===== config.mk =====
export PLATFORM = sky130hd
export DESIGN_NAME = spi_regfront
export DESIGN_NICKNAME = d
export VERILOG_FILES = /design/src/rtl/spi_rf_pkg.sv /design/src/rtl/spi_rf_fifo.sv /design/src/rtl/spi_rf_irq.sv /design/src/rtl/spi_regfront.sv
export SDC_FILE = /design/constraint.sdc
export NUM_CORES = 1
export LEC_CHECK = 0
export ABC_AREA = 1
export BUFFER_PORTS_ARGS = -buffer_cell sky130_fd_sc_hd__buf_2
export CELL_PAD_IN_SITES_DETAIL_PLACEMENT = 1
export CELL_PAD_IN_SITES_GLOBAL_PLACEMENT = 1
export CORE_MARGIN = 5
export CORE_UTILIZATION = 53
export CTS_BUF_LIST = sky130_fd_sc_hd__clkbuf_8
export DETAILED_ROUTE_END_ITERATION = 12
export GPL_TIMING_DRIVEN = 0
export HOLD_SLACK_MARGIN = 0.15
export PLACE_DENSITY = 0.93
export SYNTH_ARGS = -nofsm -noshare
export SYNTH_HDL_FRONTEND = slang
export SYNTH_SLANG_ARGS = --single-unit

===== constraint.sdc =====
create_clock -name clk -period 7.8 [get_ports clk]
set_clock_uncertainty 0.1 [all_clocks]
set_input_delay 0.39 -clock clk [delete_from_list [all_inputs] [get_ports clk]]
set_output_delay 0.39 -clock clk [all_outputs]
set_load 0.05 [all_outputs]

===== src/rtl/spi_rf_pkg.sv =====
package spi_rf_pkg;

    localparam int ADDR_W = 6;
    localparam int DATA_W = 32;

    localparam logic [ADDR_W-1:0] OFS_CTRL  = 6'h00;
    localparam logic [ADDR_W-1:0] OFS_CLOCK = 6'h04;
    localparam logic [ADDR_W-1:0] OFS_TXW   = 6'h08;
    localparam logic [ADDR_W-1:0] OFS_RXW   = 6'h0C;
    localparam logic [ADDR_W-1:0] OFS_FRAME = 6'h10;
    localparam logic [ADDR_W-1:0] OFS_STAT  = 6'h14;
    localparam logic [ADDR_W-1:0] OFS_IEN   = 6'h18;
    localparam logic [ADDR_W-1:0] OFS_IFLAG = 6'h1C;
    localparam logic [ADDR_W-1:0] OFS_FCTL  = 6'h20;
    localparam logic [ADDR_W-1:0] OFS_DATA  = 6'h24;

    localparam logic [15:0] CLOCK_MASK = 16'h70FF;
    localparam logic [15:0] FRAME_MASK = 16'hC000;

    localparam int BIT_TXFLUSH = 12;
    localparam int BIT_RXFLUSH = 4;
    localparam int BIT_LEVEL   = 9;

    // sticky interrupt sources, one bit each
    typedef struct packed {
        logic tx_done;
        logic rx_cmp;
        logic rx_ovr;
    } irq_flags_t;

    // pull the three flag positions (4, 3, 0) out of a bus word
    function automatic irq_flags_t flags_from_word(logic [DATA_W-1:0] w);
        irq_flags_t f;
        f.tx_done = w[4];
        f.rx_cmp  = w[3];
        f.rx_ovr  = w[0];
        return f;
    endfunction

    // place the flags back at their bus positions
    function automatic logic [DATA_W-1:0] flags_to_word(irq_flags_t f, logic level);
        logic [DATA_W-1:0] w;
        w = '0;
        w[BIT_LEVEL] = level;
        w[4] = f.tx_done;
        w[3] = f.rx_cmp;
        w[0] = f.rx_ovr;
        return w;
    endfunction

endpackage


===== src/rtl/spi_rf_fifo.sv =====
module spi_rf_fifo #(
    parameter int DEPTH = 8,
    parameter int W     = 32
) (
    input  logic                         clk,
    input  logic                         rst,
    input  logic                         flush,
    input  logic                         push,
    input  logic [W-1:0]                 push_data,
    input  logic                         pop,
    output logic [W-1:0]                 pop_data,
    output logic [$clog2(DEPTH+1)-1:0]   count,
    output logic                         empty,
    output logic                         full,
    output logic                         dropped
);
    localparam int AW = (DEPTH > 1) ? $clog2(DEPTH) : 1;
    localparam int CW = $clog2(DEPTH+1);
    localparam logic [CW-1:0] FULL_CNT = CW'(DEPTH);
    localparam logic [AW-1:0] LAST_PTR = AW'(DEPTH-1);

    logic [W-1:0]  mem [DEPTH];
    logic [AW-1:0] wr_ptr, rd_ptr;
    logic          push_ok, pop_ok;

    assign empty    = (count == '0);
    assign full     = (count == FULL_CNT);
    assign pop_ok   = pop && !empty;
    assign push_ok  = push && (!full || pop_ok);
    assign dropped  = push && !push_ok;
    assign pop_data = empty ? '0 : mem[rd_ptr];

    always_ff @(posedge clk) begin
        if (rst || flush) begin
            wr_ptr <= '0;
            rd_ptr <= '0;
            count  <= '0;
        end else begin
            if (push_ok) wr_ptr <= (wr_ptr == LAST_PTR) ? '0 : wr_ptr + 1'b1;
            if (pop_ok)  rd_ptr <= (rd_ptr == LAST_PTR) ? '0 : rd_ptr + 1'b1;
            if (push_ok && !pop_ok)      count <= count + 1'b1;
            else if (pop_ok && !push_ok) count <= count - 1'b1;
        end
    end

    always_ff @(posedge clk) begin
        if (push_ok && !flush && !rst) mem[wr_ptr] <= push_data;
    end


    fifo_bound_chk: assert property (@(posedge clk) disable iff (rst) count <= FULL_CNT);

    flush_empties_chk: assert property (@(posedge clk) disable iff (rst) flush |=> empty);

    drop_keeps_full_chk: assert property (@(posedge clk) disable iff (rst)
        (dropped && !flush) |=> full);

endmodule


===== src/rtl/spi_rf_irq.sv =====
module spi_rf_irq
    import spi_rf_pkg::*;
(
    input  logic       clk,
    input  logic       rst,
    input  irq_flags_t set,
    input  irq_flags_t clr,
    input  irq_flags_t en,
    output irq_flags_t flags,
    output logic       irq
);
    always_ff @(posedge clk) begin
        if (rst) flags <= '0;
        else     flags <= irq_flags_t'((flags & ~clr) | set);
    end

    assign irq = |(flags & en);


    ovr_sticky_chk: assert property (@(posedge clk) disable iff (rst)
        set.rx_ovr |=> flags.rx_ovr);

    clear_works_chk: assert property (@(posedge clk) disable iff (rst)
        (clr.rx_cmp && !set.rx_cmp) |=> !flags.rx_cmp);

    cmp_sticky_chk: assert property (@(posedge clk) disable iff (rst)
        (flags.rx_cmp && !clr.rx_cmp) |=> flags.rx_cmp);

endmodule


===== src/rtl/spi_regfront.sv =====
module spi_regfront
    import spi_rf_pkg::*;
#(
    parameter int FIFO_DEPTH = 8,
    parameter int THR_W      = 4
) (
    input  logic              clk,
    input  logic              rst,
    input  logic              bus_wr,
    input  logic              bus_rd,
    input  logic [5:0]        bus_addr,
    input  logic [31:0]       bus_wdata,
    output logic [31:0]       bus_rdata,
    output logic              eng_enable,
    output logic              eng_tx_valid,
    output logic [31:0]       eng_tx_word,
    input  logic              eng_tx_take,
    input  logic              eng_rx_valid,
    input  logic [31:0]       eng_rx_word,
    input  logic              eng_tx_done,
    output logic [15:0]       cfg_clock,
    output logic [13:0]       cfg_txword,
    output logic [5:0]        cfg_rxword,
    output logic [15:0]       cfg_frame,
    output logic              irq
);
    localparam int CW = $clog2(FIFO_DEPTH+1);

    logic             ctl_en;
    logic [THR_W-1:0] tx_thr, rx_thr;
    irq_flags_t       ien, flags, set_ev, clr_ev;

    logic          wr_at_data, rd_at_data, wr_fctl;
    logic          tx_flush, rx_flush;
    logic [31:0]   rx_head;
    logic [CW-1:0] tx_count, rx_count;
    logic          tx_empty, tx_full, tx_drop;
    logic          rx_empty, rx_full, rx_drop;
    logic          rx_pop, rx_accept, level_hit;

    assign wr_at_data = bus_wr && (bus_addr == OFS_DATA);
    assign rd_at_data = bus_rd && (bus_addr == OFS_DATA);
    assign wr_fctl    = bus_wr && (bus_addr == OFS_FCTL);
    assign tx_flush   = wr_fctl && bus_wdata[BIT_TXFLUSH];
    assign rx_flush   = wr_fctl && bus_wdata[BIT_RXFLUSH];

    // setup registers
    always_ff @(posedge clk) begin
        if (rst) begin
            ctl_en     <= 1'b0;
            cfg_clock  <= '0;
            cfg_txword <= '0;
            cfg_rxword <= '0;
            cfg_frame  <= '0;
            ien        <= '0;
            tx_thr     <= '0;
            rx_thr     <= '0;
        end else if (bus_wr) begin
            case (bus_addr)
                OFS_CTRL:  ctl_en     <= bus_wdata[0];
                OFS_CLOCK: cfg_clock  <= bus_wdata[15:0] & CLOCK_MASK;
                OFS_TXW:   cfg_txword <= bus_wdata[13:0];
                OFS_RXW:   cfg_rxword <= bus_wdata[5:0];
                OFS_FRAME: cfg_frame  <= bus_wdata[15:0] & FRAME_MASK;
                OFS_IEN:   ien        <= flags_from_word(bus_wdata);
                OFS_FCTL: begin
                    tx_thr <= bus_wdata[8 +: THR_W];
                    rx_thr <= bus_wdata[0 +: THR_W];
                end
                default: ;
            endcase
        end
    end

    spi_rf_fifo #(.DEPTH(FIFO_DEPTH), .W(32)) u_txq (
        .clk(clk), .rst(rst), .flush(tx_flush),
        .push(wr_at_data), .push_data(bus_wdata),
        .pop(eng_tx_take && eng_tx_valid), .pop_data(eng_tx_word),
        .count(tx_count), .empty(tx_empty), .full(tx_full), .dropped(tx_drop)
    );

    assign rx_pop = rd_at_data;

    spi_rf_fifo #(.DEPTH(FIFO_DEPTH), .W(32)) u_rxq (
        .clk(clk), .rst(rst), .flush(rx_flush),
        .push(eng_rx_valid), .push_data(eng_rx_word),
        .pop(rx_pop), .pop_data(rx_head),
        .count(rx_count), .empty(rx_empty), .full(rx_full), .dropped(rx_drop)
    );

    assign eng_enable   = ctl_en;
    assign eng_tx_valid = ctl_en && !tx_empty;

    assign rx_accept = eng_rx_valid && !rx_drop && !rx_flush;
    assign level_hit = (rx_thr != '0) && (32'(rx_count) >= 32'(rx_thr));

    always_comb begin
        set_ev.tx_done = eng_tx_done;
        set_ev.rx_ovr  = rx_drop && !rx_flush;
        set_ev.rx_cmp  = rx_accept && !(rx_pop && !rx_empty)
                         && (32'(rx_count) + 1 == 32'(rx_thr));
        clr_ev = (bus_wr && bus_addr == OFS_IFLAG) ? flags_from_word(bus_wdata) : '0;
    end

    spi_rf_irq u_irq (
        .clk(clk), .rst(rst), .set(set_ev), .clr(clr_ev),
        .en(ien), .flags(flags), .irq(irq)
    );

    // read mux
    always_comb begin
        bus_rdata = '0;
        if (bus_rd) begin
            case (bus_addr)
                OFS_CTRL:  bus_rdata = {31'b0, ctl_en};
                OFS_CLOCK: bus_rdata = {16'b0, cfg_clock};
                OFS_TXW:   bus_rdata = {18'b0, cfg_txword};
                OFS_RXW:   bus_rdata = {26'b0, cfg_rxword};
                OFS_FRAME: bus_rdata = {16'b0, cfg_frame};
                OFS_STAT:  bus_rdata = {31'b0, !rx_empty};
                OFS_IEN:   bus_rdata = flags_to_word(ien, 1'b0);
                OFS_IFLAG: bus_rdata = flags_to_word(flags, level_hit);
                OFS_FCTL: begin
                    bus_rdata[8 +: THR_W] = tx_thr;
                    bus_rdata[0 +: THR_W] = rx_thr;
                end
                OFS_DATA:  bus_rdata = rx_head;
                default:   bus_rdata = '0;
            endcase
        end
    end


    enable_write_keeps_cfg_chk: assert property (@(posedge clk) disable iff (rst)
        (bus_wr && bus_addr == OFS_CTRL) |=> ($stable(cfg_clock) && $stable(cfg_frame)));

    full_tx_write_dropped_chk: assert property (@(posedge clk) disable iff (rst)
        (wr_at_data && tx_full && !tx_flush && !(eng_tx_take && eng_tx_valid)) |=> $stable(tx_count));

    rx_flush_status_chk: assert property (@(posedge clk) disable iff (rst)
        rx_flush |=> rx_empty);

endmodule


[Word level (Yosys, flattened, before mapping)]
Memories as Yosys holds them, arrays and structs flattened. A register that Yosys moved wholly into a read port is not among the register bits.
Cells that the tools add are included.
Widths: inputs -> output; s select.
Cells by class
  mux-type cells: 24
  bitwise logic cells: 4
  divide/modulo/power cells: 0
  reductions and logical operators: 57
  $lt $le $gt $ge: 1
  equality and inequality tests: 16
  shift-type cells: 0
  multiply operators: 0
  add/subtract/negate cells: 9
Operator list (number)
  $mux 32: 3
  $pmux 20 s4: 1
  $pmux 4 s9: 1
  $logic_and 1x1->1: 27
  $mux 3: 9
  $eq 6x5->1 const B: 4
  $pmux 4 s6: 1
  $mux 4: 4
  $pmux 4 s4: 1
  $reduce_and 2->1: 7
  $add 3x1->3 const B: 4
  $eq 3x3->1 const B: 4
  $eq 6x4->1 const B: 2
  $eq 6x6->1 const B: 2
  $logic_not 1->1: 12
  $add 4x1->4 const B: 2
  $eq 4x4->1 const B: 2
  $logic_not 4->1: 2
  $sub 4x1->4 const B: 2
  $and 3x3->3: 2
  $eq 6x3->1 const B: 1
  $logic_not 6->1: 1
  $add 4x1->5 const B: 1
  $eq 5x4->1: 1
  8 further kinds: 15
Word-level totals
  bits of input ports: 77
  logic and storage cells: 132
  latch bits: 0
  register bits: 68
  memories: 2
  bits in read-only memories: 0
  memory bits (writable): 512
Memories
  u_rxq.mem: depth 8, width 32, read ports 1, clocked after Yosys merged registers in 1, write ports 1, RTL line spi_rf_fifo.sv:22  | logic [W-1:0] mem [DEPTH];
  u_txq.mem: depth 8, width 32, read ports 1, clocked after Yosys merged registers in 1, write ports 1, RTL line spi_rf_fifo.sv:22

[Depth between registers and ports, before layout]
  word-level depth: 13
  gate-level depth with buffers: 20
  mapped depth without buffers: 20

[Modules after synthesis]
Synthesis repeated with hierarchy kept, for this count alone.
Unflattened totals
  cells, all modules: 2778
  area, all modules: 26106.3 um2
Modules (own cells, without submodules)
  spi_rf_fifo: seq. area each 7947.6 um2, cells each 1157, instances 2, area an instance 11578.6 um2
  spi_regfront: seq. area each 900.9 um2, cells each 445, instances 1, area an instance 2824.0 um2
  spi_rf_irq: seq. area each 60.1 um2, cells each 19, instances 1, area an instance 125.1 um2

[Worst setup path after synthesis]
OpenSTA, ideal clock, no wires.
  kind: reg2reg
  start point: register ctl_en, in the netlist eng_enable
  end point: memory u_txq.mem[0][0] (enable)
  required time: 7279 ps
  buffers on the path: 0
  setup time: 421 ps
  arrival time: 2600 ps
  slack: 4679 ps
  cell stages (with the launch flop): 5
  cells stage by stage: dfxtp_1 > nand3_2 > nand4_1 > nand4_1 > nor2_1
On the way
  longest elaborated chain between the ends: 9
Ends and longest elaborated chain
  from (decl): RTL line spi_regfront.sv:29  | logic ctl_en;
  from (signal assigned): RTL line spi_regfront.sv:60  | OFS_CTRL: ctl_en <= bus_wdata[0];
  $logic_and 1x1->1: RTL line spi_regfront.sv:92  | assign eng_tx_valid = ctl_en && !tx_empty;
  $logic_and 1x1->1: RTL line spi_regfront.sv:78  | .pop(eng_tx_take && eng_tx_valid), .pop_data(eng_tx_word),
  $logic_and 1x1->1: RTL line spi_rf_fifo.sv:28  | assign pop_ok = pop && !empty;
  $logic_or 1x1->1: RTL line spi_rf_fifo.sv:29  | assign push_ok = push && (!full || pop_ok);
  $logic_and 1x1->1: RTL line spi_rf_fifo.sv:29
  $logic_and 1x1->1 (2 in series): RTL line spi_rf_fifo.sv:47  | if (push_ok && !flush && !rst) mem[wr_ptr] <= push_data;
  $mux 1: RTL line spi_rf_fifo.sv:47
  $mux 1 (not written as such): RTL line spi_rf_fifo.sv:47
  to (decl): RTL line spi_rf_fifo.sv:22
Every way passes these cells.

==> results.cfg <==
[pwr]
seqPwrFrac_pct = 53.8
p_sw_mw = 1.67
swShare_pct = 25.9
p_total_mw = 6.46
combPwrFrac_pct = 5.6
power_density_nw_per_um2 = 226
p_clk_share_pct = 40.5
peakVddDrop_mv = 0.270
p_leak_nw = 10.5
internal_power_mw = 4.78

[timing]
fin_setup_tns_ns = 0
max_freq_ghz = 0.261
setup_violations = 0
whs_ns = 0.179
slew_headroom_pct = 42.5
finalHoldViolations = 0
period_share_pct = 49.1
tightest_slew_ns = 0.860
rsz0062_at_grt = no
drv_slew = 0
finalCriticalPeriod_ns = 3.83

[clocking]
clock_path_buffers = 3
htree_levels = 3
cts.reportedPaths.clkPinSlew_ns = 0.09
clock_tree.root_cell = clkbuf_8
cts_setup_buffers = 0
cts_resized = 0
numCtsBuffers = 93
tritoncts = yes
clock_latency_ns = 0.68
cts.sinks = 586

[global_route]
antenna_found_initial = 3
grt-ovfl-total = 0
grt_max_degree = 26
grtUsageTotal_pct = 37.0
grt_pass1_vias = 21600
grt_pass1_wl_um = 139000

[worst_hold_path]
worstHoldPathType = in -> reg

[detailed_routing]
top_layer_used = met5
met1_length_um = 30900
avgViaCountPerCell = 6.45
wl_met3_um = 9650
drtIter0Drc = 2753
drc = 0
wl_per_cell_um = 30.1
firstDrtPassIters = 5
vias = 20200
drt-total-wl_um = 94200
ant_nets = 0
dr_wl_met2_um = 47200

[floorplan]
initial_core_util_pct = 53.2
die_x_um = 223
num_rows = 78
coreArea_sq_um = 45100
die_area_sq_um = 49600
die_y_um = 223
ioPinCount = 196

[setup_path]
required_ns = 7.31
critPathBufInv = 4
slowest_delay_ns = 0.54
path_class = reg -> out
path_max_fanout = 10
start_kind = flop
slowest_stage = clkbuf_1
cp_cell_sequence = inv_2 > buf_2 > clkbuf_1 > nor2_1 > o21ai_0 > o21ai_0 > a31oi_1 > buf_2
cp_top_family = buffers and inverters
critPathArrivalTime_ns = 3.34
end_kind = output pin

[yosys]
syn_inst = 2078
async_reset_ff_share_pct = 0
synth-seq-cells = 586
synth_warnings = 0
syn-mean-instance-area_sq_um = 11.5
synth_cell_types = 42
synth_seq_area_share_pct = 70.3
synth_edf_count = 512
synthFlopType = edfxtp_1
synth_area_sq_um = 24000

[run_status]
outcome = finished, final reports clean

[finish]
final_cell_mix = edfxtp_1 (512), nor2_1 (494), o21ai_0 (370), buf_2 (210), nand2_1 (125)
syn_to_final_growth_pct = 19.2
drive_gt1_share_pct = 17.0
finalNetCount = 2551
final_common_cell = edfxtp_1
final_area_sq_um = 28600
stdcell_count = 3128

[placed_design]
numPortBuffers = 175
place_area_sq_um = 26100
place.gp.congestion = 0.864
hpwl_um = 54600
place_inst = 2887

[run]
max-cap-violations = 0
-- layer usage --
metal / track usage, % / vias up
li1: - / 8121
met1: 41.5 / 9840
met2: 64.5 / 1714
met3: 9.46 / 513
met4: 20.7 / 2
met5: 0 / -
-- cells in the mapped netlist, types with 5 or more instances --
master	n	area (sq um)
nor2_4	5	56.3
nor2_1	510	1910
o221ai_1	16	140
nand2_2	5	31.3
a21oi_1	46	230
dfxtp_1	74	1480
o22ai_1	16	100
inv_1	67	251
ha_1	20	250
nand4_1	7	43.8
a31oi_1	33	206
o21ai_0	370	1850
o211ai_1	29	218
nand2_1	125	469
inv_2	9	33.8
edfxtp_1	512	15400
o21ai_1	15	75.1
buf_4	33	248
clkbuf_1	57	214
buf_2	35	175
buf_1	5	18.8
nand3_1	53	265
-- layout make-up --
type / count / area, sq um
flip-flops and latches: 586 / 16900
fillers: 4701 / 16500
multi-input cells: 1299 / 6330
repair buffers: 261 / 1940
clock buffers: 100 / 1380
well taps: 600 / 751
plain buffers: 132 / 672
clock inverters: 70 / 354
inverters: 79 / 299
diodes: 1 / 2.50
-- worst paths after layout --
| kind | end | startpoint | cells after the start | slack (ns) |
|---|---|---|---|---|
| setup / recovery | eng_tx_word[1] | flop | 8 | 3.97 |
| hold / removal | flop | bus_rd | 5 | 0.18 |
| setup reg to reg | u_rxq.count[3] | u_rxq.count[0] | 17 | 4.55 |
| hold reg to reg | cfg_txword[5] | cfg_txword[5] | 2 | 0.41 |
-- worst register-to-register path: stages (launching register included) --
cell	delay [ns]
dfxtp_1	0.38
inv_1	0.14
ha_1	0.17
inv_1	0.05
nor2_1	0.12
nand2_1	0.10
inv_1	0.17
nor2_4	0.08
inv_2	0.26
buf_2	0.37
ha_1	0.27
inv_1	0.10
ha_1	0.28
a21oi_1	0.06
o21ai_0	0.22
xor2_1	0.16
nand2_1	0.07
a21oi_1	0.11
-- repair_timing --
item	in CTS	in global routing
setup endpoints to repair	0	0
hold buffers	70	0
hold endpoints to repair	579	0
-- power by group through the flow --
stage | Combinational, mW | Clock, mW | Sequential, mW
after floorplan | 0.164 | 0 | 3.54
after global placement | 0.262 | 0 | 3.54
after detailed placement | 0.303 | 0 | 3.54
after CTS | 0.344 | 2.53 | 3.47
after global routing | 0.382 | 2.77 | 3.48
final | 0.362 | 2.62 | 3.48
-- flip-flops by register name, indices dropped and copies added, names as in the netlist, 2 cells and up, named ones only --
name and cells:
cfg_frame 2, u_txq.rd_ptr 3, u_rxq.mem 256, u_txq.count 4
u_rxq.wr_ptr 3, u_rxq.count 4, u_rxq.rd_ptr 3, u_txq.wr_ptr 3
u_txq.mem 256, u_irq.flags 3, cfg_rxword 6, cfg_txword 14
ien 3, tx_thr 4, cfg_clock 11, rx_thr 4
-- stage by stage --
step | utilization [%] | setup slack, ns
after global placement | 56.9 | 3.04
after detailed placement | 58.0 | 4.47
after floorplan | - | 4.68
after CTS | 63.4 | 4.13
after global routing | 63.4 | 3.91
final | 63.4 | 3.97
-- logic make-up (layout without fill, tap and decap cells) --
family | Yosys count | count (layout) | share of synthesized area [%]
AO/OA/AOI/OAI | 531 | 531 | 12.0
XOR/XNOR | 6 | 6 | 0.219
adder cells (fa/ha/maj) | 22 | 22 | 1.21
buffers and inverters | 211 | 642 | 4.05
flip-flops | 586 | 586 | 70.3
other | 1 | 20 | 0.0156
AND/OR/NAND/NOR | 721 | 721 | 12.2
(Power assumes the default switching activity.)
